## config.mk

```make
export PLATFORM = sky130hd
export DESIGN_NAME = kbd_xlat
export DESIGN_NICKNAME = d
export VERILOG_FILES = /design/src/rtl/kbd_xlat_pkg.sv /design/src/rtl/kbd_lock_gate.sv /design/src/rtl/kbd_scan_stage.sv /design/src/rtl/kbd_cmd_engine.sv /design/src/rtl/kbd_xlat.sv
export SDC_FILE = /design/constraint.sdc
export NUM_CORES = 1
export LEC_CHECK = 0
export BUFFER_PORTS_ARGS = -buffer_cell sky130_fd_sc_hd__buf_2
export CAP_MARGIN = 25
export CELL_PAD_IN_SITES_DETAIL_PLACEMENT = 1
export CELL_PAD_IN_SITES_GLOBAL_PLACEMENT = 2
export CORE_ASPECT_RATIO = 1.4
export CORE_MARGIN = 2
export CORE_UTILIZATION = 30
export DETAILED_ROUTE_END_ITERATION = 8
export PLACE_DENSITY = 0.83
export SYNTH_ARGS = -nofsm -noshare
export SYNTH_HDL_FRONTEND = slang
export SYNTH_SLANG_ARGS = --single-unit
```

## constraint.sdc

```tcl
create_clock -name clk -period 2.4 [get_ports clk]
set_clock_uncertainty 0.2 [all_clocks]
set_input_delay 0.12 -clock clk [delete_from_list [all_inputs] [get_ports clk]]
set_output_delay 0.12 -clock clk [all_outputs]
set_load 0.005 [all_outputs]
```

## src/rtl/kbd_xlat_pkg.sv

```systemverilog
`timescale 1ns/1ps
package kbd_xlat_pkg;
  localparam int unsigned IDX_W     = 7;
  localparam int unsigned CODE_W    = IDX_W + 1;
  localparam int unsigned MAP_DEPTH = 1 << IDX_W;
  localparam int unsigned MAP_BITS  = MAP_DEPTH * CODE_W;
  localparam int unsigned RSP_IDX_W = 2;

  typedef logic [CODE_W-1:0] code_t;

  typedef enum logic [1:0] {PH_IDLE, PH_CLEAR, PH_EMIT} phase_e;
  typedef enum logic {RSP_IDENT, RSP_LAYOUT} rsp_e;

  localparam code_t CMD_IDENT    = 8'h01;
  localparam code_t CMD_LEDS     = 8'h0E;
  localparam code_t CMD_LAYOUT_A = 8'h07;
  localparam code_t CMD_LAYOUT_B = 8'h0F;

  // Arithmetic default map: entry i = (mul*i + add) mod MAP_DEPTH
  function automatic logic [MAP_BITS-1:0] build_map(int unsigned mul, int unsigned add);
    logic [MAP_BITS-1:0] m;
    m = '0;
    for (int unsigned i = 0; i < MAP_DEPTH; i++) begin
      m[i*CODE_W +: CODE_W] = CODE_W'((i * mul + add) % MAP_DEPTH);
    end
    return m;
  endfunction

  function automatic code_t rsp_byte(rsp_e kind, logic [RSP_IDX_W-1:0] idx);
    code_t b;
    b = '0;
    if (kind == RSP_IDENT) begin
      case (idx)
        2'd0:    b = 8'hFF;
        2'd1:    b = 8'h04;
        default: b = 8'h7F;
      endcase
    end else begin
      b = (idx == 2'd0) ? 8'hFE : 8'h00;
    end
    return b;
  endfunction

  function automatic logic [RSP_IDX_W-1:0] rsp_last(rsp_e kind);
    return (kind == RSP_IDENT) ? RSP_IDX_W'(2) : RSP_IDX_W'(1);
  endfunction
endpackage

```

## src/rtl/kbd_lock_gate.sv

```systemverilog
`timescale 1ns/1ps
module kbd_lock_gate
  import kbd_xlat_pkg::*;
#(
  parameter int unsigned           NKEYS       = 2,
  parameter logic [NKEYS*8-1:0]    PRESS_CODES = {8'd69, 8'd58}
) (
  input  logic  clk,
  input  logic  rst_n,
  input  logic  fire,
  input  code_t code,
  output logic  is_lock,
  output logic  drop
);
  localparam code_t REL_FLAG = code_t'(1) << IDX_W;

  logic [NKEYS-1:0] drop_k;
  logic [NKEYS-1:0] hit_k;

  for (genvar k = 0; k < NKEYS; k++) begin : g_key
    localparam code_t PRESS = PRESS_CODES[k*8 +: 8];
    localparam code_t REL   = PRESS | REL_FLAG;
    logic [1:0] st;
    logic [1:0] st_press;
    logic [1:0] st_rel;
    logic       is_press;
    logic       is_rel;

    assign is_press  = (code == PRESS);
    assign is_rel    = (code == REL);
    assign st_press  = st ^ 2'b01;
    assign st_rel    = st ^ 2'b10;
    assign hit_k[k]  = is_press | is_rel;
    assign drop_k[k] = (is_press && st_press == 2'd2) || (is_rel && st_rel == 2'd3);

    always_ff @(posedge clk) begin
      if (!rst_n) begin
        st <= 2'd0;
      end else if (fire) begin
        if (is_press)    st <= st_press;
        else if (is_rel) st <= st_rel;
      end
    end
  end

  assign is_lock = |hit_k;
  assign drop    = |drop_k;
endmodule

```

## src/rtl/kbd_scan_stage.sv

```systemverilog
`timescale 1ns/1ps
module kbd_scan_stage
  import kbd_xlat_pkg::*;
#(
  parameter logic [MAP_BITS-1:0] PRI_MAP     = build_map(37, 5),
  parameter logic [MAP_BITS-1:0] ALT_MAP     = build_map(11, 3),
  parameter code_t               PREFIX_CODE = 8'hE0,
  parameter int unsigned         NKEYS       = 2,
  parameter logic [NKEYS*8-1:0]  LOCK_PRESS  = {8'd69, 8'd58}
) (
  input  logic  clk,
  input  logic  rst_n,
  input  logic  in_fire,
  input  code_t in_code,
  input  logic  out_take,
  output logic  out_full,
  output code_t out_data
);
  logic              prefix_q;
  logic              lock_hit;
  logic              lock_drop;
  logic              is_prefix;
  logic [IDX_W-1:0]  idx;
  code_t             pri_val;
  code_t             alt_val;
  code_t             mapped;

  kbd_lock_gate #(
    .NKEYS       (NKEYS),
    .PRESS_CODES (LOCK_PRESS)
  ) u_lock (
    .clk     (clk),
    .rst_n   (rst_n),
    .fire    (in_fire),
    .code    (in_code),
    .is_lock (lock_hit),
    .drop    (lock_drop)
  );

  assign is_prefix = (in_code == PREFIX_CODE) && !lock_hit;
  assign idx       = in_code[IDX_W-1:0];
  assign pri_val   = PRI_MAP[idx*CODE_W +: CODE_W];
  assign alt_val   = ALT_MAP[idx*CODE_W +: CODE_W];
  assign mapped    = (prefix_q ? alt_val : pri_val) | {in_code[CODE_W-1], {IDX_W{1'b0}}};

  always_ff @(posedge clk) begin
    if (!rst_n) begin
      prefix_q <= 1'b0;
      out_full <= 1'b0;
      out_data <= '0;
    end else begin
      if (out_take) out_full <= 1'b0;
      if (in_fire) begin
        if (is_prefix) begin
          prefix_q <= 1'b1;
        end else if (!lock_drop) begin
          out_data <= mapped;
          out_full <= 1'b1;
          prefix_q <= 1'b0;
        end
      end
    end
  end
endmodule

```

## src/rtl/kbd_cmd_engine.sv

```systemverilog
`timescale 1ns/1ps
module kbd_cmd_engine
  import kbd_xlat_pkg::*;
(
  input  logic  clk,
  input  logic  rst_n,
  input  logic  in_fire,
  input  code_t in_byte,
  input  logic  out_take,
  output logic  busy,
  output logic  clear,
  output logic  out_valid,
  output code_t out_data
);
  phase_e                 phase;
  rsp_e                   kind;
  logic                   led_mode;
  logic [RSP_IDX_W-1:0]   idx;

  always_ff @(posedge clk) begin
    if (!rst_n) begin
      phase    <= PH_IDLE;
      kind     <= RSP_IDENT;
      led_mode <= 1'b0;
      idx      <= '0;
    end else begin
      unique case (phase)
        PH_IDLE: begin
          if (in_fire) begin
            if (led_mode) begin
              led_mode <= 1'b0;
            end else begin
              unique case (in_byte)
                CMD_IDENT: begin
                  kind  <= RSP_IDENT;
                  phase <= PH_CLEAR;
                end
                CMD_LAYOUT_A, CMD_LAYOUT_B: begin
                  kind  <= RSP_LAYOUT;
                  phase <= PH_CLEAR;
                end
                CMD_LEDS: led_mode <= 1'b1;
                default: ;
              endcase
            end
          end
        end
        PH_CLEAR: begin
          idx   <= '0;
          phase <= PH_EMIT;
        end
        PH_EMIT: begin
          if (out_take) begin
            if (idx == rsp_last(kind)) phase <= PH_IDLE;
            else                       idx   <= idx + 1'b1;
          end
        end
        default: phase <= PH_IDLE;
      endcase
    end
  end

  assign busy      = (phase != PH_IDLE);
  assign clear     = (phase == PH_CLEAR);
  assign out_valid = (phase == PH_EMIT);
  assign out_data  = rsp_byte(kind, idx);
endmodule

```

## src/rtl/kbd_xlat.sv

```systemverilog
`timescale 1ns/1ps
module kbd_xlat
  import kbd_xlat_pkg::*;
#(
  parameter logic [MAP_BITS-1:0] PRI_MAP     = build_map(37, 5),
  parameter logic [MAP_BITS-1:0] ALT_MAP     = build_map(11, 3),
  parameter logic [7:0]          PREFIX_CODE = 8'hE0,
  parameter int unsigned         NKEYS       = 2,
  parameter logic [NKEYS*8-1:0]  LOCK_PRESS  = {8'd69, 8'd58}
) (
  input  logic       clk,
  input  logic       rst_n,
  input  logic       scan_valid,
  output logic       scan_ready,
  input  logic [7:0] scan_code,
  input  logic       cmd_valid,
  output logic       cmd_ready,
  input  logic [7:0] cmd_byte,
  output logic       push_valid,
  input  logic       push_ready,
  output logic [7:0] push_data,
  output logic       q_clear
);
  logic  sc_full;
  code_t sc_data;
  logic  ce_busy;
  logic  ce_valid;
  code_t ce_data;
  logic  idle;
  logic  scan_fire;
  logic  cmd_fire;
  logic  take;

  // One input or outstanding output at a time; command wins a tie
  assign idle       = !ce_busy && !sc_full;
  assign cmd_ready  = idle;
  assign scan_ready = idle && !cmd_valid;
  assign cmd_fire   = cmd_valid && cmd_ready;
  assign scan_fire  = scan_valid && scan_ready;

  assign push_valid = ce_valid || sc_full;
  assign push_data  = ce_valid ? ce_data : sc_data;
  assign take       = push_valid && push_ready;

  kbd_scan_stage #(
    .PRI_MAP     (PRI_MAP),
    .ALT_MAP     (ALT_MAP),
    .PREFIX_CODE (PREFIX_CODE),
    .NKEYS       (NKEYS),
    .LOCK_PRESS  (LOCK_PRESS)
  ) u_scan (
    .clk      (clk),
    .rst_n    (rst_n),
    .in_fire  (scan_fire),
    .in_code  (scan_code),
    .out_take (take && !ce_valid),
    .out_full (sc_full),
    .out_data (sc_data)
  );

  kbd_cmd_engine u_cmd (
    .clk       (clk),
    .rst_n     (rst_n),
    .in_fire   (cmd_fire),
    .in_byte   (cmd_byte),
    .out_take  (take && ce_valid),
    .busy      (ce_busy),
    .clear     (q_clear),
    .out_valid (ce_valid),
    .out_data  (ce_data)
  );
endmodule

```

Word level (Yosys, flattened, before mapping)
Cells that the tools add are included.
{ "totals": {"output_inout_bits": 12, "reg_bits": 20, "word_cells": 115, "inputBits": 21} }
{ "classes": {"muxes": 26, "n_addsub": 1, "n_bitwise": 12, "shift": 2, "eq_ne": 24, "n_reduce_logical": 39} }
{ "ops": {"columns": ["cell", "count"], "rows": [
  ["$shiftx A1024 B11 Y8 const A", 2],
  ["$mux W8", 4],
  ["$eq A8 B8 Y1 const B", 3],
  ["$eq A8 B4 Y1 const B", 2],
  ["$mux W2", 8],
  ["$pmux W8 S2", 1],
  ["$logic_and A1 B1 Y1", 12],
  ["$reduce_and A3 Y1", 4],
  ["$eq A2 B2 Y1 const B", 5],
  ["$mux W1", 10],
  ["$ne A2 B2 Y1 const B", 5],
  ["$not A1 Y1", 9],
  ["$eq A8 B1 Y1 const B", 1],
  ["$eq A8 B3 Y1 const B", 1],
  ["$eq A8 B6 Y1 const B", 1],
  ["$eq A8 B7 Y1 const B", 1],
  ["$or A8 B8 Y8", 1],
  ["$reduce_and A2 Y1", 4],
  ["$pmux W2 S3", 1],
  ["$reduce_bool A2 Y1", 3],
  ["$reduce_or A2 Y1", 3],
  ["$logic_not A1 Y1", 5],
  ["$reduce_and A5 Y1", 1],
  ["$eq A2 B1 Y1 const B", 2],
  ["10 further kinds", 15]
]} }

Longest topological paths before layout
Gate-level depths: netlist of the first run.
{ "depth": {"word_depth": 8, "depth_mapped": 8, "mapped_depth_nobuf": 7} }

Cells and area by module
From an unflattened synthesis of the first run, not the netlist that was laid out.
{ "hier_totals": {"cells_unflattened": 270, "hier_area_um2": 2142.1} }
{ "modules_own_cells": {"columns": ["mod", "instances", "seq_area_each_um2", "area_per_inst_um2", "cells_per_inst"], "rows": [
  ["kbd_scan_stage", 1, 200.2, 1216.2, 166],
  ["kbd_cmd_engine", 1, 120.1, 483.0, 58],
  ["kbd_lock_gate", 1, 80.1, 266.5, 30],
  ["kbd_xlat", 1, 0.0, 176.4, 16]
]} }

Worst setup path after synthesis of the first run
Ideal clock, no wire load.
{ "synth_path": {"path_kind": "flip-flop to flip-flop", "from": "register u_scan.prefix_q", "to": "register u_scan.out_data[6]", "t_arrival_ns": 1.974, "path_buffers": 0, "path_stages_with_launch": 8, "setup_slack_ns": 0.096, "setup_time_ns": 0.131, "required_time_ns": 2.069, "path_cell_list": "dfxtp_1 inv_1 ha_1 nor2b_1 nor2_1 mux4_2 a221oi_1 o41ai_1"} }
{ "synth_via": {"elab_chain_cells": 2} }
{ "synth_lines": {"columns": ["element", "line_no", "text"], "rows": [
  ["start, declared", "kbd_scan_stage.sv:19", "logic prefix_q;"],
  ["start signal, assigned", "kbd_scan_stage.sv:48", "prefix_q <= 1'b0;"],
  ["start signal, assigned", "kbd_scan_stage.sv:55", "prefix_q <= 1'b1;"],
  ["start signal, assigned", "kbd_scan_stage.sv:59", "prefix_q <= 1'b0;"],
  ["$mux W8", "kbd_scan_stage.sv:44", "assign mapped = (prefix_q ? alt_val : pri_val) | {in_code[CODE_W-1], {IDX_W{1'b0}}};"],
  ["$or A8 B8 Y8", "kbd_scan_stage.sv:44", null],
  ["end signal, assigned", "kbd_scan_stage.sv:57", "out_data <= mapped;"],
  ["end, declared", "kbd_scan_stage.sv:17", "output code_t out_data"]
]} }
No other way between the ends.
A chain may end at the register's enable or synchronous reset.

Worst setup path in the final report of the first run
Same ends and word-level chain as after synthesis.

==> results of run 1 <==
## placed cells by master (no fill, tap or decap), drive strengths merged, types with 4 or more instances in the layout
cell,count
nand3,6
nor3b,5
xor2,7
nor3,10
o21ai,20
nor2b,6
nand4,6
dfxtp,20
a21oi,15
mux2,4
a31oi,4
inv,17
and2,5
nor2,25
a211oi,6
ha,15
buf,45
nand2b,5
mux2i,5
nand2,17
## area by class of cell
| cell class | count | area [um2] | share of cell area |
|---|---|---|---|
| repair buffers | 47 | 290.3 | 0.1206 |
| inverters | 18 | 67.56 | 0.02807 |
| clock buffers | 3 | 41.29 | 0.01715 |
| well taps | 74 | 92.59 | 0.03846 |
| multi-input cells | 211 | 1513 | 0.6284 |
| flip-flops and latches | 20 | 402.9 | 0.1674 |
## worst reg2reg max path, stage by stage (launching register included)
cell and delay, ns:
dfxtp_1 0.35, inv_1 0.10, ha_1 0.40, nor2b_1 0.20
o21ai_0 0.14, a221oi_2 0.30, a2111oi_2 0.09, o41ai_1 0.38
## sequential cells by signal, indices dropped and copies added, names as in the netlist
signal	flops
u_scan.out_full	1
u_cmd.led_mode	1
u_scan.u_lock.g_key.st	4
u_cmd.kind	1
u_cmd.phase	2
u_cmd.idx	2
u_scan.prefix_q	1
u_scan.out_data	8
## stage by stage
| stage | util | power, uW | area, um2 |
|---|---|---|---|
| finish | 0.3665 | 954.2 | 2407 |
| global route | 0.3665 | 1018 | 2407 |
| CTS | 0.3615 | 945.5 | 2375 |
| detailed placement | 0.3507 | 716.1 | 2303 |
| global placement | 0.3507 | 709.5 | 2303 |
| floorplan | - | 591.3 | 2039 |
## routing by layer
metal	up-vias	track usage
met2	38	0.3166
met3	9	0.01294
met5	-	0
met1	1004	0.1992
li1	1036	-
met4	0	0.06853
## power by group through the flow
stage / sequential [uW] / combinational, uW / clock (uW)
finish: 359 / 370 / 226
global placement: 364 / 345 / 0
global route: 360 / 410 / 248
floorplan: 362 / 229 / 0
CTS: 357 / 354 / 234
detailed placement: 365 / 351 / 0
## logic make-up (layout without fill, tap and decap cells)
| group | count (synthesis) | after routing | share of synthesized area |
|---|---|---|---|
| muxes | 11 | 11 | 0.07055 |
| adders and majority gates | 15 | 15 | 0.09202 |
| AOI/OAI and AO/OA | 73 | 73 | 0.2436 |
| DFF | 20 | 20 | 0.1963 |
| buffers and inverters | 36 | 68 | 0.08160 |
| xor gates and xnor gates | 9 | 9 | 0.03865 |
| and+or+nand+nor | 103 | 103 | 0.2773 |
## worst paths after layout
path                                                        end  depth (start not counted)
worst max-delay path            u_scan.out_data[6]$_SDFFE_PN0P_                          7
worst min-delay path                    u_cmd.kind$_SDFFE_PN0P_                          3
worst max register to register  u_scan.out_data[6]$_SDFFE_PN0P_                          7
worst min register to register  u_scan.out_data[1]$_SDFFE_PN0P_                          2
## timing repair
action	CTS	global route
endpoints found under the hold margin	3	0
setup endpoints to repair	0	3
hold buffers	3	0
resized for setup	0	13
==> out/qor.csv, run 1 <==
metric;value;unit
outcome;complete, but fails checks;
failing checks;hold timing;
switching power;326.6;uW
io pins;33;
Critical Path AT;2.22;ns
max layer used;met4;
Leakage;0.001015;uW
Std-Cell Rows;35;
Fill cells;819;
Placeable Area;6569;um2
mapped cell area;2039;um2
Post-Place Cells;368;
max-slew violation count;0;
routed len/inst;17.00;um
Routed WL;6341;um
FF-to-FF Start;u_scan.prefix_q$_SDFFE_PN0P_;
register share of total power;0.376;
CTS root buf;clkbuf_8;
largest buffer count on any clock path;2;
ratio of cells with drive above 1 in the final layout;0.2308;
leading area contributor after synthesis;dfxtp_1;
Final GP Congestion;0.8810;
top-area cell type share of the netlist area;0.1963;
beginning of the critical path;u_scan.prefix_q$_SDFFE_PN0P_;
first-pass iteration count of the detailed router;4;
unrepaired setup endpoints after global routing;false;
Clock Latency Late Sink;0.26;ns
number of global-route vias before repair;2082;
Peak VDD IR;173.0;uV
drc violations;0;
final period demand of the worst path;2.263;ns
combinational share of power;0.387;
pre-CTS setup slack;0.04663;ns
Iteration-0 DRC Markers;85;
Critical Path Source Type;register;
Synth Instances;267;
most common library cells after synthesis;nor2_1, dfxtp_1, o21ai_0, inv_1, nand2_1;
Port Buffers;32;
largest net degree at the start of global routing;30;
top post-synthesis cells by area;dfxtp_1, ha_1, o21ai_0;
crit path cell chain;inv_1, ha_1, nor2b_1, o21ai_0, a221oi_2, a2111oi_2, o41ai_1;
DR WL met2;3340;um
Initial Util;0.3105;
postcts setup bufs;0;
Switching Share;0.3423;
CP max FO;7;
FFs w/ async S/R, synth;0;
final setup fails;0;
WL met1;2709;um
clock network fraction of design power;0.237;
Power Dens Cells;396.4;nW/um2
r2r setup slk;0.14;ns
Max stage delay on crit path;0.40;ns
critical path's slowest cell;ha_1;
Worst setup EP type;register;
Main synth FF type;dfxtp_1;
die height;101.6;um
post-synthesis area per instance;7.638;um2
syn_nets;303;
Die Footprint;7483;um2
CP Class;reg -> reg;
n_diodes;0;
# nets final;337;
first-pass GRT wire length;10010;um
Slew @ Worst Pin;0.5344;ns
Yosys warnings;0;
post-route setup slack;0.1370;ns
number of buffers created by CTS;3;
Final Cycle Share;0.9429;
initial antenna violation count;0;
WL met3;142;um
Finished Layout Cells;373;
H-tree levels;1;
Tightest Hold Check Type;in -> reg;
setup TNS;0;ns
Buf+Inv Stages, Crit Path;1;
worst hold slack;-0.03742;ns
share of the yosys chip area belonging to registers;0.1963;
CTS tree;done;
die extent in x;73.69;um
Vias/cell;5.595;
maxcap violations;0;
ANT nets after route;0;
Area Overhead vs Synth;18.04;%
Netlist cell types;62;
Seq cells post-synth;20;
CTS sink count;20;
Crit path required time;2.36;ns
total congestion overflow;0;
most frequent cell after synthesis;nor2_1;
FMAX;441.9;MHz
CP delay by family, top;compound AO/OA/AOI/OAI gates;
Global Route Usage Sum;0.1714;
clock slew at reported path FFs;0.08;ns
Hold Path Origin;cmd_byte[1];
Max-slew headroom;0.6407;
post-DP HPWL;4902;um
Final Hold Fails;1;
Post-synth EDFFs;0;
DR vias;2087;
Internal;627.6;uW
Note: power is estimated with default switching activity, not from simulation.
==> inputs of run 2 (changes only) <==
--- a/config.mk
+++ b/config.mk
@@ -5,15 +5,16 @@
 export SDC_FILE = /design/constraint.sdc
 export NUM_CORES = 1
 export LEC_CHECK = 0
+export ABC_AREA = 1
 export BUFFER_PORTS_ARGS = -buffer_cell sky130_fd_sc_hd__buf_2
 export CAP_MARGIN = 25
 export CELL_PAD_IN_SITES_DETAIL_PLACEMENT = 1
 export CELL_PAD_IN_SITES_GLOBAL_PLACEMENT = 2
 export CORE_ASPECT_RATIO = 1.4
 export CORE_MARGIN = 2
-export CORE_UTILIZATION = 30
+export CORE_UTILIZATION = 27
 export DETAILED_ROUTE_END_ITERATION = 8
-export PLACE_DENSITY = 0.83
+export PLACE_DENSITY = 0.81
 export SYNTH_ARGS = -nofsm -noshare
 export SYNTH_HDL_FRONTEND = slang
 export SYNTH_SLANG_ARGS = --single-unit
==> out/qor.csv, run 2 <==
metric;value;unit;change
outcome;finished clean;;
Final Hold Fails;0;;-1
top-area cell type share of the netlist area;0.1980;;+0.001701
Initial Util;0.2764;;-0.03405
Max-slew headroom;0.6636;;+0.02296
critical path's slowest cell;dfxtp_1;;
CTS root buf;clkbuf_8;;
clock slew at reported path FFs;0.09;ns;about the same
Slew @ Worst Pin;0.5040;ns;-0.03043 ns
CP max FO;7;;unchanged
CTS tree;done;;
switching power;491.6;uW;+50%
Netlist cell types;34;;-45%
routed len/inst;14.30;um;-16%
ratio of cells with drive above 1 in the final layout;0.2068;;-0.02397
Largest Register;u_scan.out_data;;
leading area contributor after synthesis;dfxtp_1;;
Worst setup EP type;register;;
total congestion overflow;0;;unchanged
ANT nets after route;0;;unchanged
n_diodes;0;;unchanged
clock network fraction of design power;0.213;;-0.024
max FFs per register;8;;unchanged
most frequent cell after synthesis;nand2_1;;
setup TNS;0;ns;unchanged
die height;106.4;um;+4.8%
Port Buffers;32;;unchanged
Post-synth EDFFs;0;;unchanged
Power Dens Cells;520.8;nW/um2;+31%
share of the yosys chip area belonging to registers;0.1980;;+0.001701
Internal;739.4;uW;+18%
final period demand of the worst path;2.170;ns;-0.09349 ns
Seq cells post-synth;20;;unchanged
# nets final;390;;+16%
storage element area;400.4;um2;-0.62%
pre-CTS setup slack;0.2448;ns;+0.1982 ns
FFs w/ async S/R, synth;0;;unchanged
Post-Place Cells;442;;+20%
most common library cells after synthesis;nand2_1, nand3_1, inv_1, nor2_1, a21oi_1;;
Fill cells;990;;+21%
number of global-route vias before repair;2253;;+8.2%
DR vias;2193;;+5.1%
Critical Path AT;2.11;ns;-0.11 ns
CP delay by family, top;simple AND/OR/NAND/NOR gates;;
Critical Path Source Type;register;;
Top Registers;u_scan.out_data: 8 flops, u_scan.u_lock.g_key.st: 4 flops;;
first-pass iteration count of the detailed router;4;;unchanged
Reg2Reg Depth;11;;+4
drc violations;0;;unchanged
io pins;33;;unchanged
Tightest Hold Check Type;in -> reg;;
Finished Layout Cells;450;;+21%
largest buffer count on any clock path;2;;unchanged
first-pass GRT wire length;11010;um;+10%
Clock Latency Late Sink;0.27;ns;about the same
most frequent cells in the layout;nand2_1, nand3_1, inv_1, buf_2, nor2_1;;
Main synth FF type;dfxtp_1;;
max-slew violation count;0;;unchanged
Placeable Area;7315;um2;+11%
largest net degree at the start of global routing;19;;-37%
commonest non-fill, non-tap cell in the layout;nand2_1;;
worst hold slack;0.004435;ns;+0.04186 ns
Synth Instances;319;;+19%
Iteration-0 DRC Markers;60;;-29%
Switching Share;0.3993;;+0.05701
Vias/cell;4.873;;-13%
register share of total power;0.328;;-0.048
post-DP HPWL;5385;um;+9.8%
Buf+Inv Stages, Crit Path;2;;+1
FMAX;460.9;MHz;+4.3%
postcts setup bufs;0;;unchanged
post-route setup slack;0.2305;ns;+0.09349 ns
Max stage delay on crit path;0.46;ns;+0.06 ns
H-tree levels;1;;unchanged
Leakage;0.001116;uW;+9.9%
CTS sink count;20;;unchanged
Global Route Usage Sum;0.1667;;-0.004691
mapped cell area;2022;um2;-0.86%
Yosys warnings;0;;unchanged
initial antenna violation count;0;;unchanged
Routed WL;6435;um;+1.5%
Die Footprint;8206;um2;+9.7%
Crit path required time;2.34;ns;-0.02 ns
top post-synthesis cells by area;dfxtp_1, nand2_1, ha_1;;
CP Class;reg -> reg;;
Final GP Congestion;0.8601;;-2.4%
Critical Path Most Common Cell;nand3_1;;
die extent in x;77.14;um;+4.7%
Final Cycle Share;0.9040;;-0.03895
crit path cell chain;inv_1, ha_1, inv_1, nand2_1, nand3_1, nand3_1, nand3_1, nor2_1, nand2_1, nand3_2, a21oi_2;;
post-synthesis area per instance;6.338;um2;-17%
multi-input logic area;1425;um2;-5.8%
final setup fails;0;;unchanged
combinational share of power;0.459;;+0.072
number of buffers created by CTS;3;;unchanged
Std-Cell Rows;37;;+5.7%
Worst path depth;11;;+4
Peak VDD IR;223.4;uV;+29%
Area Overhead vs Synth;16.89;%;
Hold Path Depth;3;;unchanged
unrepaired setup endpoints after global routing;false;;
syn_nets;355;;+17%
maxcap violations;0;;unchanged
[run 2: cell count changes after synthesis, sizes merged, moves of 8 or more]
cell   delta
nand2    +77
nand3    +37
inv      +19
a21oi     +8
o21ai     +8
[run 2: worst paths after layout]
path / start / slack, ns / endpoint
max: u_scan.prefix_q$_SDFFE_PN0P_ / 0.23 / u_scan.out_data[6]$_SDFFE_PN0P_
max reg2reg: u_scan.prefix_q$_SDFFE_PN0P_ / 0.23 / u_scan.out_data[6]$_SDFFE_PN0P_
min reg2reg: u_scan.out_data[7]$_SDFFE_PN0P_ / 0.28 / u_scan.out_data[7]$_SDFFE_PN0P_
min: rst_n / 0.004 / u_scan.u_lock.g_key[1].st[1]$_SDFFE_PN0P_
[run 2: power by group through the flow]
| stage | registers (uW) | logic [uW] | clock network (uW) |
|---|---|---|---|
| final | 404 | 565 | 262 |
| after global routing | 410 | 647 | 286 |
| after CTS | 404 | 571 | 273 |
| after detailed placement | 412 | 565 | 0 |
| after global placement | 409 | 555 | 0 |
| after floorplan | 404 | 369 | 0 |
[run 2: cell type report]
| cell class | count | area share |
|---|---|---|
| multi-input combinational | 253 | 0.6030 |
| clock buffer | 4 | 0.02329 |
| timing repair buffer | 39 | 0.09423 |
| tap | 97 | 0.05135 |
| inverter | 37 | 0.05876 |
| sequential | 20 | 0.1694 |
[run 2: what timing repair did]
action	in CTS	in global routing
hold buffers	4	0
endpoints found under the setup margin	0	1
gates resized for setup	0	1
endpoints found under the hold margin	3	0
[run 2: worst register-to-register path: cells and delay by family, from the launching register on]
kind | cells | cell delay [ns]
compound gates | 1 | 0.05
fa+ha+maj | 1 | 0.39
buf+inv | 2 | 0.25
flops | 1 | 0.46
simple gates | 7 | 0.70
[run 2: through the flow]
stage                 util  cell area, um2  total power (uW)
floorplan                -            2022             773.1
global placement    0.3098            2266             964.2
finish              0.3231            2364              1231
CTS                 0.3228            2361              1248
global route        0.3231            2364              1343
detailed placement  0.3098            2266             976.9
[run 2: cell families (layout without fill, tap and decap cells)]
logic type      Yosys count  in the layout  synth area share
fa+ha+maj                15             15           0.09282
xor+xnor                  2              2          0.008665
compound gates           56             56            0.1479
simple gates            180            180            0.4542
flops                    20             20            0.1980
buf+inv                  46             80           0.09839
[run 2: per-layer routing]
layer	vias to the layer above	GRT usage	share of wire	wire length [um]
li1	1112	-	-	-
met3	16	0.01952	0.025	158
met2	47	0.3168	0.54	3488
met5	-	0	0	0
met1	1018	0.1815	0.40	2570
met4	0	0.07526	0.034	218
